**config.mk**
```make
export PLATFORM = sky130hd
export DESIGN_NAME = fpa_align_stage
export DESIGN_NICKNAME = d
export VERILOG_FILES = /design/src/rtl/fpa_pkg.sv /design/src/rtl/fpa_exp_cmp.sv /design/src/rtl/fpa_sticky_shift.sv /design/src/rtl/fpa_align_stage.sv
export SDC_FILE = /design/constraint.sdc
export NUM_CORES = 1
export LEC_CHECK = 0
export ABC_CLOCK_PERIOD_IN_PS = 5000
export BUFFER_PORTS_ARGS = -buffer_cell sky130_fd_sc_hd__buf_4
export CAP_MARGIN = 20
export CELL_PAD_IN_SITES_DETAIL_PLACEMENT = 1
export CELL_PAD_IN_SITES_GLOBAL_PLACEMENT = 1
export CORE_ASPECT_RATIO = 1.1
export CORE_MARGIN = 10
export CORE_UTILIZATION = 45
export CTS_BUF_LIST = sky130_fd_sc_hd__clkbuf_2
export DETAILED_ROUTE_END_ITERATION = 8
export PLACE_DENSITY_LB_ADDON = 0.1
export SETUP_SLACK_MARGIN = 0.4
export SYNTH_ARGS = -nofsm -noshare
export SYNTH_HDL_FRONTEND = slang
export SYNTH_SLANG_ARGS = --single-unit
export TNS_END_PERCENT = 50
```
**constraint.sdc**
```tcl
create_clock -name clk_i -period 5 [get_ports clk_i]
set_clock_uncertainty 0.2 [all_clocks]
set_input_delay 1.5 -clock clk_i [delete_from_list [all_inputs] [get_ports clk_i]]
set_output_delay 1.5 -clock clk_i [all_outputs]
set_load 0.03 [all_outputs]
```
**src/rtl/fpa_pkg.sv**
```systemverilog
package fpa_pkg;
  localparam int unsigned EXP_W_DEF = 8;
  localparam int unsigned MAN_W_DEF = 24;
  localparam int unsigned GRD_W_DEF = 2;

  typedef enum logic {
    SEL_SHIFT_B = 1'b0,
    SEL_SHIFT_A = 1'b1
  } shift_sel_e;
endpackage

```
**src/rtl/fpa_exp_cmp.sv**
```systemverilog
module fpa_exp_cmp #(
  parameter int unsigned EXP_W = 8
) (
  input  logic [EXP_W-1:0]  a_exp_i,
  input  logic [EXP_W-1:0]  b_exp_i,
  output fpa_pkg::shift_sel_e sel_o,
  output logic [EXP_W-1:0]  diff_o,
  output logic [EXP_W-1:0]  exp_max_o
);
  logic b_gt;

  assign b_gt      = b_exp_i > a_exp_i;
  assign sel_o     = b_gt ? fpa_pkg::SEL_SHIFT_A : fpa_pkg::SEL_SHIFT_B;
  assign diff_o    = b_gt ? (b_exp_i - a_exp_i) : (a_exp_i - b_exp_i);
  // smaller exponent raised by adding the difference
  assign exp_max_o = b_gt ? (a_exp_i + diff_o) : (b_exp_i + diff_o);
endmodule

```
**src/rtl/fpa_sticky_shift.sv**
```systemverilog
module fpa_sticky_shift #(
  parameter int unsigned FRAC_W = 26,
  parameter int unsigned SH_W   = 8
) (
  input  logic [FRAC_W-1:0] man_i,
  input  logic [SH_W-1:0]   shamt_i,
  output logic [FRAC_W-1:0] man_o
);
  localparam logic [FRAC_W-1:0] ONES = {FRAC_W{1'b1}};

  logic              sat;
  logic [FRAC_W-1:0] shifted;
  logic [FRAC_W-1:0] lost_mask;
  logic              sticky;

  assign sat       = int'(shamt_i) >= int'(FRAC_W);
  assign shifted   = sat ? '0 : (man_i >> shamt_i);
  // ones in the positions that fall off the bottom
  assign lost_mask = sat ? ONES : ~(ONES << shamt_i);
  assign sticky    = |(man_i & lost_mask);
  assign man_o     = {shifted[FRAC_W-1:1], shifted[0] | sticky};
endmodule

```
**src/rtl/fpa_align_stage.sv**
```systemverilog
module fpa_align_stage #(
  parameter int unsigned EXP_W = fpa_pkg::EXP_W_DEF,
  parameter int unsigned MAN_W = fpa_pkg::MAN_W_DEF,
  parameter int unsigned GRD_W = fpa_pkg::GRD_W_DEF
) (
  input  logic                     clk_i,
  input  logic                     rst_ni,
  input  logic                     in_valid_i,
  output logic                     in_ready_o,
  input  logic                     a_sign_i,
  input  logic [EXP_W-1:0]         a_exp_i,
  input  logic [MAN_W+GRD_W-1:0]   a_man_i,
  input  logic                     b_sign_i,
  input  logic [EXP_W-1:0]         b_exp_i,
  input  logic [MAN_W+GRD_W-1:0]   b_man_i,
  output logic                     out_valid_o,
  input  logic                     out_ready_i,
  output logic                     a_sign_o,
  output logic [MAN_W+GRD_W-1:0]   a_man_o,
  output logic                     b_sign_o,
  output logic [MAN_W+GRD_W-1:0]   b_man_o,
  output logic [EXP_W-1:0]         exp_o
);
  localparam int unsigned FRAC_W = MAN_W + GRD_W;

  fpa_pkg::shift_sel_e sel;
  logic [EXP_W-1:0]    diff;
  logic [EXP_W-1:0]    exp_max;
  logic [FRAC_W-1:0]   sh_in;
  logic [FRAC_W-1:0]   sh_out;
  logic [FRAC_W-1:0]   a_al;
  logic [FRAC_W-1:0]   b_al;
  logic                accept;

  fpa_exp_cmp #(.EXP_W(EXP_W)) i_cmp (
    .a_exp_i   (a_exp_i),
    .b_exp_i   (b_exp_i),
    .sel_o     (sel),
    .diff_o    (diff),
    .exp_max_o (exp_max)
  );

  assign sh_in = (sel == fpa_pkg::SEL_SHIFT_A) ? a_man_i : b_man_i;

  fpa_sticky_shift #(.FRAC_W(FRAC_W), .SH_W(EXP_W)) i_shift (
    .man_i   (sh_in),
    .shamt_i (diff),
    .man_o   (sh_out)
  );

  assign a_al = (sel == fpa_pkg::SEL_SHIFT_A) ? sh_out : a_man_i;
  assign b_al = (sel == fpa_pkg::SEL_SHIFT_A) ? b_man_i : sh_out;

  assign in_ready_o = ~out_valid_o | out_ready_i;
  assign accept     = in_valid_i & in_ready_o;

  always_ff @(posedge clk_i or negedge rst_ni) begin
    if (!rst_ni) begin
      out_valid_o <= 1'b0;
    end else if (accept) begin
      out_valid_o <= 1'b1;
    end else if (out_ready_i) begin
      out_valid_o <= 1'b0;
    end
  end

  always_ff @(posedge clk_i or negedge rst_ni) begin
    if (!rst_ni) begin
      a_sign_o <= 1'b0;
      b_sign_o <= 1'b0;
      a_man_o  <= '0;
      b_man_o  <= '0;
      exp_o    <= '0;
    end else if (accept) begin
      a_sign_o <= a_sign_i;
      b_sign_o <= b_sign_i;
      a_man_o  <= a_al;
      b_man_o  <= b_al;
      exp_o    <= exp_max;
    end
  end
endmodule

```
Word level (Yosys, flattened, before mapping)
Index checks and enable logic that the tools add are counted.
- register bits: 63
- bits in latches: 0
- RAM bits: 0
- bits in read-only memories: 0
- input bits: 74
- output and inout port bits: 64
- memories kept: 0
- $add $sub $neg: 4
- multiply operators: 0
- divide/modulo/power cells: 0
- magnitude comparators: 2
- equal/unequal tests: 0
- shift-type cells: 2
- multiplexer cells: 10
- bitwise gates (word level): 6
- reduce and logical (&&, ||, !) cells: 2
- operator list (cell ; count):
    26-bit 2-to-1 mux ; 5
    26-bit AND ; 1
    26-bit NOT ; 1
    26-bit OR reduction ; 1
    26-bit by 8-bit left shift with 26-bit output (first input constant) ; 1
    26-bit by 8-bit >> shifter with 26-bit output ; 1
    8-bit adder ; 2
    8-bit 2-to-1 mux ; 2
    8-bit subtractor ; 2
    8-bit by 5-bit greater-or-equal comparator with 1-bit output (second input constant) ; 1
    8-bit greater-than comparator ; 1
    1-bit 2-to-1 mux ; 3
    1-bit bitwise OR ; 2
    2-bit nonzero test ; 1
    1-bit AND ; 1
    1-bit NOT ; 1

Logic depth before layout (Yosys ltp)
- depth in word-level cells: 9
- gate-level depth with buffers: 23

Cells and area by module
Synthesis repeated with hierarchy kept, for this count alone.
- cell total of the unflattened synthesis: 734
- area, all modules: 6307.3 um^2
- by module, submodules not included (module ; times used ; cells an instance ; area an instance (um^2) ; seq. area each (um^2)):
    fpa_align_stage ; 1 ; 291 ; 3372.0 ; 1576.5
    fpa_sticky_shift ; 1 ; 288 ; 1803.0 ; 0.0
    fpa_exp_cmp ; 1 ; 155 ; 1132.3 ; 0.0

Least setup slack after synthesis
OpenSTA, ideal clock, no wires.
- path kind: input to register
- start point: in a_exp_i[7]
- end point: reg exp_o[6]
- arrival: 5.109 ns
- required time: 4.667 ns
- slack: -0.443 ns
- stages on the path: 19
- buffers on the path: 6
- path through: inv_1 > ha_1 > buf_6 > nand4_1 > a21oi_2 > o21a_2 > buf_6 > clkbuf_1 > clkbuf_1 > buf_1 > clkbuf_1 > o21ai_0 > fa_1 > a21o_1 > a21o_1 > a21o_1 > a21oi_1 > xor2_1 > o21ai_0
- longest elaborated chain between the ends: 4
- elaborated cells between the ends (all ways): 5
- RTL lines (what ; line ; text):
    start: declaration ; fpa_align_stage.sv:11 ; input logic [EXP_W-1:0] a_exp_i,
    8-bit greater-than comparator (*) ; fpa_exp_cmp.sv:12 ; assign b_gt = b_exp_i > a_exp_i;
    8-bit 2-to-1 mux ; fpa_exp_cmp.sv:14 ; assign diff_o = b_gt ? (b_exp_i - a_exp_i) : (a_exp_i - b_exp_i);
    8-bit adder ; fpa_exp_cmp.sv:16 ; assign exp_max_o = b_gt ? (a_exp_i + diff_o) : (b_exp_i + diff_o);
    8-bit 2-to-1 mux (*) ; fpa_exp_cmp.sv:16 ;
    end signal: assignment ; fpa_align_stage.sv:79 ; exp_o <= exp_max;
    end: declaration ; fpa_align_stage.sv:22 ; output logic [EXP_W-1:0] exp_o
Every way passes the cells marked *; elsewhere a longest branch is shown, timed or not.
A chain may end at the register's enable or synchronous reset.

Final worst setup path
- start point: in a_exp_i[7]
- end point: reg exp_o[7]
- longest elaborated chain between the ends: 4
- elaborated cells between the ends (all ways): 7
- RTL lines (what ; line):
    8-bit subtractor / 8-bit greater-than comparator (equally long branches) ; fpa_exp_cmp.sv:14, fpa_exp_cmp.sv:12
    8-bit 2-to-1 mux ; fpa_exp_cmp.sv:14
    8-bit adder ; fpa_exp_cmp.sv:16
    8-bit 2-to-1 mux (*) ; fpa_exp_cmp.sv:16
Marks and branches as above.

==> results.md <==
- Dpl hpwl: approximately 25000 µm
- Sequential fraction of the synthesis area: 0.241
- CTS H-tree lvls: 3
- Die area: 0.0198 mm²
- Maximum clock rate: 220 MHz
- CTS root buffer: clkbuf_2
- Clk Latency, worst-skew pair: roughly 0.58 ns
- PwrDens: around 330 mW/mm²
- EDFF count, synth: 0
- Slew HR: 0.376
- Post-synthesis cell type count: 73
- WL final: between 30000 and 40000 µm
- Buf/Inv on CP: 4
- Outcome: finished, final reports clean
- Final setup violation count: 0
- CP Capture Type: register
- Least-Margin Pin Slew: 0.936 ns
- WP data required: about 5.3 ns
- Max incr delay on CP: 0.41 ns
- TritonCTS sink count: 63
- Final Cycle Share: 0.910
- CP arrival: 4.87 ns
- CP Launch Type: primary input
- Total track usage: 0.306
- Mapped Area: around 0.0065 mm²
- Port Buffers: 137
- Sequential cell area: 0.00158 mm²
- Clock-pin slew on the worst setup and hold paths: 0.24 ns
- FF+latch count, synth: 63
- First-pass GRT wire length: 48300 µm
- DP Cell Count: 1229
- Pleak: approximately 4.0 nW
- Via total after detailed routing: ~8000
- Setup WS pre-CTS: -0.314 ns
- Max VDD drop: 0.253 mV
- Total CTS buffers: 9
- Post-CTS Hold Buffers: 0
- Yosys warns: 0
- Cell taking the most area after synthesis: dfrtp_1
- DRC Markers: 0
- Fin cells: 1253
- Placer Congestion: 1.02
- Nets@finish: 1153
- Wire length per cell: 25.3 µm
- Worst path cell trace: buf_4 -> inv_1 -> ha_1 -> nand4_1 -> a21oi_4 -> o21a_4 -> mux2i_2 -> clkinv_2 -> ha_1 -> nor2b_1 -> o221ai_1 -> a21boi_2 -> buf_4 -> nor2_1 -> o2111ai_1 -> a21oi_2 -> xnor2_1 -> o21ai_0
- Fillcell total: 1761
- TritonCTS clock tree: done
- Vias in the first global route: 8507
- Share of the synthesized area in the top cell type: 0.241
- Predominant post-synthesis flop cell: dfrtp_1
- Post-detailed-route count of antenna-violating nets: 0
- Vias/cell: 6.38
- Core footprint: 0.0143 mm²
- Die W: roughly 130 µm
- Final slew viol count: 0
- Worst hold path type: register to register
- CP max FO: 7
- Die height: between 100 and 150 µm
- Most frequent cell after synthesis: nand2_1
- Async S/R FF share, synth: 1.00
- Critical path's slowest cell: ha_1
- Maximum clock path buffer count: 2
- Final min period: approximately 4.5 ns
- Site Rows: 46
- Initial Util: 0.456
- Pin count of the biggest net entering global routing: 64
- TritonRoute pass-1 iters: 5
- Post-synth top cells: 125 x nand2_1, 77 x a21oi_1, 74 x nor2_1
- P&R area growth vs syn: 36.5%
- Largest cells by area after synthesis: dfrtp_1 24%, mux2i_1 7.5%, nand2_1 7.2%
- Max-Cap Viols: 0
- Share of layout cells above drive strength 1: 0.336
- GRT overflow: 0
- Final Hold Fails: 0
- Worst path top cell family by delay: compound AO/OA/AOI/OAI gates
- Post-Syn Nets: 949
- Area of the multi-input gates: 0.00476 mm²
- Initial antenna violation count: 1
- RSZ-0062 raised after global routing: false
- DR iter-0 viols: 668
- WS Path Type: primary input to register
- Final Worst Setup Slack: 0.451 ns
- Syn avg cell area: 7.68 µm²
- # IOs: 138
- Post-Syn Instances: roughly 850
state kept, by name, indices dropped and copies added (netlist names):
name and flops:
exp_o 8, a_man_o 26, b_man_o 26, a_sign_o 1
b_sign_o 1, out_valid_o 1
per-layer routing:
metal | global-route usage | vias to the layer above | wire, µm
li1 | - | 3539 | -
met1 | 0.354 | 3977 | 11900
met2 | 0.521 | 349 | 16000
met3 | 0.0508 | 130 | 1910
met4 | 0.175 | 0 | 1950
met5 | 0 | - | 0
logic make-up (layout without fill, tap and decap cells):
kind of cell               Yosys count  in the layout  synth area share
muxes                               74             74             0.155
xor gates and xnor gates            13             13            0.0186
buffers and inverters               97            306            0.0658
AOI/OAI and AO/OA                  239            239             0.230
other                                0              1                 0
and+or+nand+nor                    341            341             0.239
adders and majority gates           24             24            0.0494
DFF                                 63             63             0.241
layout by cell type, fill, tap and decap left out, drive strengths merged, types with 8 or more instances in the layout:
cell / n
nor4: 11
a21oi: 78
inv: 28
buf: 259
nor2: 74
o21ai: 66
ha: 21
o211ai: 8
xnor2: 9
nor3: 33
nand2: 125
nand3: 45
nand2b: 11
and3: 8
mux2i: 49
dfrtp: 63
clkbuf: 10
a31oi: 14
mux4: 21
nand4: 13
what timing repair did:
| item | CTS | global route |
|---|---|---|
| setup endpoints to repair | 7 | 38 |
| endpoints found under the hold margin | 0 | 0 |
| cloned | 0 | 1 |
| buffers inserted | 1 | 5 |
| pin swaps | 1 | 9 |
| gates resized for setup | 4 | 34 |
power by group:
| part | leakage, nW | switching (mW) | internal [mW] |
|---|---|---|---|
| combinational | 3.15 | 1.14 | 0.772 |
| clock | 0.0797 | 0.232 | 0.166 |
| sequential | 0.772 | 0.0585 | 0.604 |
worst register-to-register path: stages, from the launching register on:
cell and delay, ns:
dfrtp_1 0.43, nand2b_1 0.14, and2_2 0.78, nand2_1 0.34
o31a_1 0.37
through the flow:
stage                util  TNS, ns  power (mW)  area [µm²]  hold WS (ns)
finish              0.623        0        2.97        8920         0.316
floorplan               -        0        1.71        6680         0.450
global route        0.623        0        3.12        8920         0.349
CTS                 0.607        0        2.87        8700         0.321
global placement    0.595    -1.56        2.40        8530         0.263
detailed placement  0.595    -6.01        2.47        8530         0.277
worst paths after layout:
| path | to | start | cells past startpoint | slack (ns) |
|---|---|---|---|---|
| setup / recovery | exp_o[7]$_DFFE_PN0P_ | a_exp_i[7] | 18 | 0.45 |
| hold / removal | exp_o[2]$_DFFE_PN0P_ | exp_o[2]$_DFFE_PN0P_ | 2 | 0.32 |
| setup reg to reg | a_man_o[0]$_DFFE_PN0P_ | out_valid_o$_DFFE_PN0P_ | 4 | 2.63 |
| hold reg to reg | exp_o[2]$_DFFE_PN0P_ | exp_o[2]$_DFFE_PN0P_ | 2 | 0.32 |
| max in group asynchronous | a_man_o[23]$_DFFE_PN0P_ | rst_ni | 1 | 3.25 |
| min in group asynchronous | a_man_o[12]$_DFFE_PN0P_ | rst_ni | 1 | 0.77 |
area by class of cell:
cell class | count | area share
multi-input combinational | 691 | 0.533
inverter | 30 | 0.0146
clock inverter | 7 | 0.0109
antenna | 1 | 0.000280
timing repair buffer | 260 | 0.233
tap | 192 | 0.0269
sequential | 63 | 0.177
clock buffer | 9 | 0.00505
Note: power is estimated with default switching activity, not from simulation.
